## src/rtl/pcm_tdm_pkg.sv

```systemverilog
`timescale 1ns/1ps
package pcm_tdm_pkg;
    localparam int BYTE_W    = 8;
    localparam int BIT_IDX_W = 3;

    typedef enum logic {
        ST_HUNT   = 1'b0,
        ST_LOCKED = 1'b1
    } frame_state_e;
endpackage

```

## src/rtl/pcm_slot_timer.sv

```systemverilog
`timescale 1ns/1ps
module pcm_slot_timer
    import pcm_tdm_pkg::*;
#(
    parameter int SLOT_W = 7,
    localparam int POS_W = SLOT_W + BIT_IDX_W
) (
    input  logic             bclk,
    input  logic             rst_n,
    input  logic             fsync,
    output logic [POS_W-1:0] pos,
    output logic [POS_W-1:0] pos_nxt,
    output logic             locked,
    output logic             locked_nxt
);
    localparam logic [POS_W-1:0] POS_LAST = {POS_W{1'b1}};

    frame_state_e state_q, state_d;
    logic [POS_W-1:0] pos_q;

    // state register
    always_ff @(posedge bclk or negedge rst_n) begin
        if (!rst_n) begin
            state_q <= ST_HUNT;
            pos_q   <= '0;
        end else begin
            state_q <= state_d;
            pos_q   <= pos_nxt;
        end
    end

    // next state and position
    always_comb begin
        state_d = state_q;
        pos_nxt = pos_q;
        unique case (state_q)
            ST_HUNT: begin
                pos_nxt = '0;
                if (fsync) state_d = ST_LOCKED;
            end
            ST_LOCKED: begin
                if (fsync) begin
                    pos_nxt = '0;
                end else if (pos_q == POS_LAST) begin
                    state_d = ST_HUNT;
                    pos_nxt = '0;
                end else begin
                    pos_nxt = pos_q + 1'b1;
                end
            end
            default: state_d = ST_HUNT;
        endcase
    end

    // outputs
    always_comb begin
        pos        = pos_q;
        locked     = (state_q == ST_LOCKED);
        locked_nxt = (state_d == ST_LOCKED);
    end
endmodule

```

## src/rtl/pcm_tx_serializer.sv

```systemverilog
`timescale 1ns/1ps
module pcm_tx_serializer
    import pcm_tdm_pkg::*;
#(
    parameter int NUM_CH = 4,
    parameter int SLOT_W = 7,
    localparam int POS_W = SLOT_W + BIT_IDX_W
) (
    input  logic                     bclk,
    input  logic                     rst_n,
    input  logic                     locked_nxt,
    input  logic [POS_W-1:0]         pos_nxt,
    input  logic [NUM_CH-1:0]        tx_en,
    input  logic [NUM_CH*SLOT_W-1:0] tx_slot,
    input  logic [NUM_CH*BYTE_W-1:0] tx_data,
    output logic                     dx,
    output logic                     dx_oe
);
    logic [SLOT_W-1:0]    slot_nxt;
    logic [BIT_IDX_W-1:0] bit_nxt;
    logic [NUM_CH-1:0]    owns;
    logic [BYTE_W-1:0]    owner_byte;
    logic [BYTE_W-1:0]    shift_q;
    logic                 oe_q;

    assign slot_nxt = pos_nxt[POS_W-1:BIT_IDX_W];
    assign bit_nxt  = pos_nxt[BIT_IDX_W-1:0];

    for (genvar c = 0; c < NUM_CH; c++) begin : g_own
        assign owns[c] = tx_en[c] && (tx_slot[c*SLOT_W +: SLOT_W] == slot_nxt);
    end

    // lowest index wins: scan downward so the last hit is the lowest
    always_comb begin
        owner_byte = '0;
        for (int c = NUM_CH - 1; c >= 0; c--) begin
            if (owns[c]) owner_byte = tx_data[c*BYTE_W +: BYTE_W];
        end
    end

    always_ff @(posedge bclk or negedge rst_n) begin
        if (!rst_n) begin
            shift_q <= '0;
            oe_q    <= 1'b0;
        end else if (!locked_nxt) begin
            shift_q <= '0;
            oe_q    <= 1'b0;
        end else if (bit_nxt == '0) begin
            shift_q <= owner_byte;
            oe_q    <= |owns;
        end else begin
            shift_q <= {shift_q[BYTE_W-2:0], 1'b0};
        end
    end

    assign dx    = oe_q & shift_q[BYTE_W-1];
    assign dx_oe = oe_q;
endmodule

```

## src/rtl/pcm_rx_deserializer.sv

```systemverilog
`timescale 1ns/1ps
module pcm_rx_deserializer
    import pcm_tdm_pkg::*;
#(
    parameter int NUM_CH = 4,
    parameter int SLOT_W = 7,
    localparam int POS_W = SLOT_W + BIT_IDX_W
) (
    input  logic                     bclk,
    input  logic                     rst_n,
    input  logic                     locked,
    input  logic [POS_W-1:0]         pos,
    input  logic                     dr,
    input  logic [NUM_CH-1:0]        rx_en,
    input  logic [NUM_CH*SLOT_W-1:0] rx_slot,
    output logic [NUM_CH*BYTE_W-1:0] rx_data,
    output logic [NUM_CH-1:0]        rx_valid
);
    localparam logic [BIT_IDX_W-1:0] BIT_LAST = {BIT_IDX_W{1'b1}};

    logic [SLOT_W-1:0]    slot_now;
    logic                 last_bit;
    logic [BYTE_W-1:0]    shift_q;
    logic [BYTE_W-1:0]    full_byte;
    logic [NUM_CH-1:0]    take;

    assign slot_now  = pos[POS_W-1:BIT_IDX_W];
    assign last_bit  = locked && (pos[BIT_IDX_W-1:0] == BIT_LAST);
    assign full_byte = {shift_q[BYTE_W-2:0], dr};

    for (genvar c = 0; c < NUM_CH; c++) begin : g_take
        assign take[c] = last_bit && rx_en[c] &&
                         (rx_slot[c*SLOT_W +: SLOT_W] == slot_now);
    end

    always_ff @(negedge bclk or negedge rst_n) begin
        if (!rst_n) begin
            shift_q  <= '0;
            rx_data  <= '0;
            rx_valid <= '0;
        end else begin
            if (locked) shift_q <= full_byte;
            rx_valid <= take;
            for (int c = 0; c < NUM_CH; c++) begin
                if (take[c]) rx_data[c*BYTE_W +: BYTE_W] <= full_byte;
            end
        end
    end
endmodule

```

## src/rtl/pcm_tdm_port.sv

```systemverilog
`timescale 1ns/1ps
module pcm_tdm_port
    import pcm_tdm_pkg::*;
#(
    parameter int NUM_CH = 4,
    parameter int SLOT_W = 7,
    localparam int POS_W = SLOT_W + BIT_IDX_W
) (
    input  logic                     bclk,
    input  logic                     rst_n,
    input  logic                     fsync,
    output logic                     dx,
    output logic                     dx_oe,
    input  logic                     dr,
    input  logic [NUM_CH-1:0]        tx_en,
    input  logic [NUM_CH*SLOT_W-1:0] tx_slot,
    input  logic [NUM_CH*BYTE_W-1:0] tx_data,
    input  logic [NUM_CH-1:0]        rx_en,
    input  logic [NUM_CH*SLOT_W-1:0] rx_slot,
    output logic [NUM_CH*BYTE_W-1:0] rx_data,
    output logic [NUM_CH-1:0]        rx_valid
);
    logic [POS_W-1:0] pos;
    logic [POS_W-1:0] pos_nxt;
    logic             locked;
    logic             locked_nxt;

    pcm_slot_timer #(.SLOT_W(SLOT_W)) u_timer (
        .bclk       (bclk),
        .rst_n      (rst_n),
        .fsync      (fsync),
        .pos        (pos),
        .pos_nxt    (pos_nxt),
        .locked     (locked),
        .locked_nxt (locked_nxt)
    );

    pcm_tx_serializer #(.NUM_CH(NUM_CH), .SLOT_W(SLOT_W)) u_tx (
        .bclk       (bclk),
        .rst_n      (rst_n),
        .locked_nxt (locked_nxt),
        .pos_nxt    (pos_nxt),
        .tx_en      (tx_en),
        .tx_slot    (tx_slot),
        .tx_data    (tx_data),
        .dx         (dx),
        .dx_oe      (dx_oe)
    );

    pcm_rx_deserializer #(.NUM_CH(NUM_CH), .SLOT_W(SLOT_W)) u_rx (
        .bclk     (bclk),
        .rst_n    (rst_n),
        .locked   (locked),
        .pos      (pos),
        .dr       (dr),
        .rx_en    (rx_en),
        .rx_slot  (rx_slot),
        .rx_data  (rx_data),
        .rx_valid (rx_valid)
    );
endmodule

```

## config.mk

```make
export PLATFORM = sky130hd
export DESIGN_NAME = pcm_tdm_port
export DESIGN_NICKNAME = d
export VERILOG_FILES = /design/src/rtl/pcm_tdm_pkg.sv /design/src/rtl/pcm_slot_timer.sv /design/src/rtl/pcm_tx_serializer.sv /design/src/rtl/pcm_rx_deserializer.sv /design/src/rtl/pcm_tdm_port.sv
export SDC_FILE = /design/constraint.sdc
export NUM_CORES = 1
export LEC_CHECK = 0
export BUFFER_PORTS_ARGS = -buffer_cell sky130_fd_sc_hd__buf_2
export CORE_MARGIN = 8
export CORE_UTILIZATION = 55
export CTS_CLUSTER_SIZE = 40
export DETAILED_ROUTE_END_ITERATION = 8
export PLACE_DENSITY = 0.86
export SYNTH_ARGS = -nofsm -noshare
export SYNTH_HDL_FRONTEND = slang
export SYNTH_SLANG_ARGS = --single-unit
```

## constraint.sdc

```tcl
create_clock -name bclk -period 6.12 [get_ports bclk]
set_input_delay 0.918 -clock bclk [delete_from_list [all_inputs] [get_ports bclk]]
set_output_delay 0.918 -clock bclk [all_outputs]
set_load 0.01 [all_outputs]
```

==> flow_summary.json, run 1 <==
{
  "finalMaxSlewViolations": 0,
  "required_ps": 3230,
  "yosysWarnings": 0,
  "synth.top_cell.area_share_pct": 26.3,
  "async_reset_ff_share_pct": 100,
  "drtIter0Drc": 310,
  "layout_setup_ws_ps": 337,
  "cts_sinks": 63,
  "die_w_um": 102,
  "ant_nets": 0,
  "via_count": 4124,
  "drc": 0,
  "critPathSlowestCell": "or4b_2",
  "fp.coreArea_um2": 7210,
  "arrival_ps": 2890,
  "grt_pass1_wl_um": 19900,
  "antenna_found_initial": 0,
  "crit_buf_inv": 0,
  "skew_ps": 14.9,
  "synth_top_area_cell": "dfrtn_1",
  "cts_setup_buffers": 0,
  "clkTransAtPathRegs_ps": 70,
  "rows": 31,
  "synthTopCellsByCount": "nand2_1, dfrtn_1, xnor2_1",
  "r2r-start": "u_timer.pos[0]",
  "synthMostInstantiatedCell": "nand2_1",
  "synthTopCellsByArea": "dfrtn_1, dfrtp_1, nand2_1, xnor2_1, xor2_1",
  "crit_cells": 7,
  "synth_area_um2": 4090,
  "syn_to_final_growth_pct": 23.2,
  "worstSetupStartpoint": "u_timer.pos[0]",
  "p_leak_uw": 0.00247,
  "detailed_place_hpwl_um": 9720,
  "grt_pass1_vias": 4167,
  "startpoint_type": "flip-flop",
  "synth_cells": 470,
  "power_density_nw_per_um2": 188,
  "drive_above_1_share_pct": 30.8,
  "post_drt_wl_per_cell_um": 18.1,
  "synth_cell_type_count": 64,
  "clock_latency_ps": 330,
  "slew_headroom_pct": 33.5,
  "dieArea_um2": 10500,
  "insertedDiodeCount": 0,
  "wirelength_um": 12600,
  "grt_max_degree": 48,
  "ir_worst_vdd_v": 0.000106,
  "start_util_pct": 56.7,
  "yosysSeqAreaShare_pct": 38.5,
  "ys.flop_type": "dfrtn_1",
  "gp_congestion": 0.937,
  "path_cells": "ha_1, ha_1, nand3_1, nand4b_1, or4b_2, nand2_1, nand2_1",
  "maxCapViolations": 0,
  "r2r_cells": 7,
  "min_from": "u_rx.rx_data[24]",
  "syn_area_per_cell_um2": 8.71,
  "viasPerCell": 5.90,
  "grt_use_total_pct": 24.1,
  "h-tree-depth": 3,
  "synth_fp_nets": 572,
  "io_buffers": 137,
  "dr.pass1.iters": 5,
  "rsz0062_at_grt": "false",
  "fin_setup_tns_ps": 0,
  "synth_edf_count": 0,
  "outcome": "finished, final reports clean",
  "layout.nets": 697,
  "hold_buffers": 0,
  "num_io_pins": 138,
  "cts_buffer_depth": 2,
  "critPathTopFamily": "simple AND/OR/NAND/NOR gates",
  "critPathMaxFanout": 10,
  "cts-resized-gates": 0,
  "dp_slack_ps": 456,
  "min_delay_path_depth": 2,
  "gr-total-overflow": 0,
  "tightestPinTransition_ps": 998,
  "cts_buffers": 9,
  "ys_ff_latch": 63,
  "cts_tree": "built",
  "cpPeakStageDelay_ps": 770,
  "crit_path_end_kind": "flip-flop",
  "hold_viol": 0,
  "hold_class": "flip-flop to flip-flop",
  "ctsRootBufferMaster": "clkbuf_8",
  "die_h_um": 102,
  "setup_violations": 0,
  "critPathKind": "flip-flop to flip-flop"
}
## cell families after synthesis
kind of cell               share of synthesized area, %
DFF                                                38.5
buffers and inverters                              5.20
muxes                                              3.76
AOI/OAI and AO/OA                                  15.8
xor gates and xnor gates                           8.35
and+or+nand+nor                                    27.8
adders and majority gates                         0.611
## where the power goes
group / internal [uW] / leakage [uW] / switching, uW
logic: 46.7 / 0.00150 / 58.8
registers: 423 / 0.000855 / 9.74
clock network: 247 / 0.000121 / 162
total: 717 / 0.00247 / 230
## final timing paths
kind | end | slack (ps)
setup / recovery | u_rx.rx_data[0] | 340
hold / removal | u_rx.rx_data[24] | 410
setup reg to reg | u_rx.rx_data[0] | 340
hold reg to reg | u_rx.rx_data[24] | 410
max in group asynchronous | u_rx.rx_data[11] | 1770
min in group asynchronous | u_timer.pos[5] | 760
## cells in the final DEF, fill, tap and decap left out, types with 4 or more instances in the layout
cell,n
nor2_1,17
o21a_1,5
nand4b_1,4
nor4_1,10
mux2_2,7
and3_1,6
o21ai_0,9
nor3_1,11
xor2_1,16
a21oi_1,10
o211ai_1,6
inv_1,15
dfrtn_1,43
a22oi_1,8
nand2_1,111
or4_4,4
or3_1,4
or4_1,6
buf_4,8
dfrtp_1,20
a221oi_1,7
a31oi_1,6
nand4_1,9
nand2b_1,4
o31ai_1,11
clkbuf_8,12
nand3_1,16
xnor2_1,23
buf_2,137
## layout make-up
type	instances	area, um2
sequential	63	1580
clock inverter	3	45.0
timing repair buffer	145	746
clock buffer	13	190
tap	99	124
inverter	15	56.3
multi-input combinational	361	2300
fill	599	2170
## sequential cells by signal (all words and copies together), names as in the netlist
| name | cells |
|---|---|
| u_rx.rx_data | 32 |
| u_timer.pos | 10 |
| u_tx.shift_q | 8 |
| u_rx.shift_q | 7 |
| u_rx.rx_valid | 4 |
| u_timer.locked | 1 |
| u_tx.dx_oe | 1 |
## stage by stage
step | hold slack (ps) | area [um2] | utilization, % | total power (uW) | cells
3_3_place_gp | 405 | 4810 | 66.6 | 541 | 683
4_1_cts | 414 | 5040 | 69.9 | 948 | 699
5_1_grt | 434 | 5040 | 69.9 | 979 | 699
3_5_place_dp | 414 | 4810 | 66.6 | 544 | 683
2_1_floorplan | 459 | 4090 | - | 484 | 470
6_report | 411 | 5040 | 69.9 | 947 | 699
## layer usage
metal	wire length [um]	vias up	global-route usage [%]	share of wire [%]
met2	6120	195	40.6	48
met3	1060	29	5.52	8.4
met1	5130	1958	29.1	41
li1	-	1942	-	-
met4	325	0	9.59	2.6
met5	0	-	0	0
## worst register-to-register path, cell delays in order, from the launching register on
cell and delay (ps):
dfrtp_1 500, ha_1 450, ha_1 340, nand3_1 120
nand4b_1 200, or4b_2 770, nand2_1 140, nand2_1 50
No activity file was read; power rests on OpenSTA's default activity.
==> inputs of run 2 (changes only) <==
--- a/config.mk
+++ b/config.mk
@@ -6,11 +6,13 @@
 export NUM_CORES = 1
 export LEC_CHECK = 0
 export BUFFER_PORTS_ARGS = -buffer_cell sky130_fd_sc_hd__buf_2
+export CELL_PAD_IN_SITES_DETAIL_PLACEMENT = 1
+export CELL_PAD_IN_SITES_GLOBAL_PLACEMENT = 1
 export CORE_MARGIN = 8
-export CORE_UTILIZATION = 55
+export CORE_UTILIZATION = 40
 export CTS_CLUSTER_SIZE = 40
 export DETAILED_ROUTE_END_ITERATION = 8
-export PLACE_DENSITY = 0.86
+export PLACE_DENSITY_LB_ADDON = 0.1
 export SYNTH_ARGS = -nofsm -noshare
 export SYNTH_HDL_FRONTEND = slang
 export SYNTH_SLANG_ARGS = --single-unit
==> constraint.sdc (replaced) <==
create_clock -name bclk -period 6.12 [get_ports bclk]
set_input_delay 0 -clock bclk [delete_from_list [all_inputs] [get_ports bclk]]
set_output_delay 0 -clock bclk [all_outputs]
set_load 0.01 [all_outputs]
==> flow_summary.json, run 2 (synthesized netlist as in run 1, its figures left out) <==
{
  "slew_headroom_pct": 41.1,
  "syn_to_final_growth_pct": 27.4,
  "skew_ps": 21.5,
  "place_area_um2": 4830,
  "power_density_nw_per_um2": 182,
  "grt_pass1_wl_um": 23400,
  "fin_setup_tns_ps": 0,
  "clock_latency_ps": 350,
  "p_leak_uw": 0.00253,
  "post_drt_wl_per_cell_um": 19.8,
  "finalMaxSlewViolations": 0,
  "detailed_place_hpwl_um": 11300,
  "wirelength_um": 14900,
  "fp.coreArea_um2": 10100,
  "largest_reg_flops": 32,
  "viasPerCell": 5.54,
  "grt_pass1_vias": 4519,
  "start_util_pct": 40.4,
  "dieArea_um2": 13700,
  "cts_sinks": 63,
  "die_h_um": 117,
  "hold_ws_ps": 73.2,
  "maxCapViolations": 0,
  "ant_nets": 0,
  "ctsRootBufferMaster": "clkbuf_8",
  "arrival_ps": 2880,
  "cts_tree": "built",
  "hold_class": "primary input to flip-flop",
  "worstSetupStartpoint": "u_timer.pos[0]",
  "layout_common_cells": "buf_2, nand2_1, dfrtn_1",
  "drc": 0,
  "setup_violations": 0,
  "mostFrequentLayoutCell": "buf_2",
  "ir_worst_vdd_v": 0.0000946,
  "antenna_found_initial": 0,
  "cts_buffer_depth": 2,
  "hold_viol": 0,
  "gr-total-overflow": 0,
  "fill_cells": 1269,
  "num_io_pins": 138,
  "critPathKind": "flip-flop to flip-flop",
  "dr.pass1.iters": 4,
  "min_from": "tx_data[8]",
  "grt_max_degree": 38,
  "startpoint_type": "flip-flop",
  "h-tree-depth": 3,
  "rows": 37,
  "tightestPinTransition_ps": 859,
  "required_ps": 3240,
  "critPathMaxFanout": 10,
  "cts_buffers": 9,
  "die_w_um": 117,
  "clkTransAtPathRegs_ps": 80,
  "via_count": 4153,
  "gp_congestion": 0.906,
  "crit_path_end_kind": "flip-flop",
  "grt_use_total_pct": 22.2,
  "rsz0062_at_grt": "false",
  "layout.nets": 711,
  "r2r-start": "u_timer.pos[0]",
  "drtIter0Drc": 205,
  "stdcell_area_um2": 5210,
  "drive_above_1_share_pct": 29.3,
  "top_register": "u_rx.rx_data",
  "outcome": "finished, final reports clean",
  "cts-resized-gates": 0,
  "insertedDiodeCount": 0,
  "io_buffers": 137
}
[run 2: cell count changes in the layout (fill, tap and decap cells not counted), sizes merged]
cell,before,now
dlygate4sd3,0,17
bufinv,1,2
clkinv,1,3
clkinvlp,0,1
buf,145,142
clkbuf,13,10
inv,16,15
[run 2: path summary, 6_finish.rpt]
check,endpoint,slack [ps],cells past startpoint
min in group asynchronous,u_timer.pos[5],200,2
hold reg to reg,u_rx.rx_data[16],410,2
setup / recovery,u_rx.rx_data[4],360,7
hold / removal,u_tx.shift_q[0],70,5
setup reg to reg,u_rx.rx_data[4],360,7
max in group asynchronous,u_rx.rx_valid[1],2010,3
[run 2: worst max-delay path, cell delays in order (launching register included)]
cell	delay [ps]
dfrtp_1	490
ha_1	430
ha_1	310
nand3_1	140
nand4b_1	230
or4b_2	740
nand2_1	120
nand2_1	60
[run 2: layout make-up]
class,instances,area [um2],share of cell area [%]
Timing Repair Buffer,159,893,17.1
Sequential cell,63,1580,30.2
Tap cell,136,170,3.26
Multi-Input combinational cell,361,2300,44.2
Clock inverter,6,85.1,1.63
Inverter,15,56.3,1.08
Clock buffer,10,128,2.45
[run 2: through the flow]
step	worst slack [ps]	power [uW]	utilization [%]	cells
6_report	364	949	51.4	750
5_1_grt	197	981	51.4	750
4_1_cts	353	955	51.4	750
3_5_place_dp	389	550	47.6	717
3_3_place_gp	552	547	47.6	717
2_1_floorplan	878	484	-	470
[run 2: report_power, final]
| part | switching, uW | internal, uW | total [uW] |
|---|---|---|---|
| Sequential | 9.85 | 423 | 433 |
| Combinational | 64.0 | 50.8 | 115 |
| Clock | 173 | 228 | 401 |
[run 2: timing repair]
item,4_1_cts,5_1_grt
setup buffers,0,0
hold buffers,17,0
hold endpoints to repair,17,0
[run 2: routing by layer]
metal / global-route usage, % / share of wire, % / up-vias
li1: - / - / 1967
met1: 26.9 / 41 / 2011
met2: 38.7 / 50 / 150
met3: 3.34 / 6.0 / 25
met4: 8.96 / 2.5 / 0
met5: 0 / 0 / -
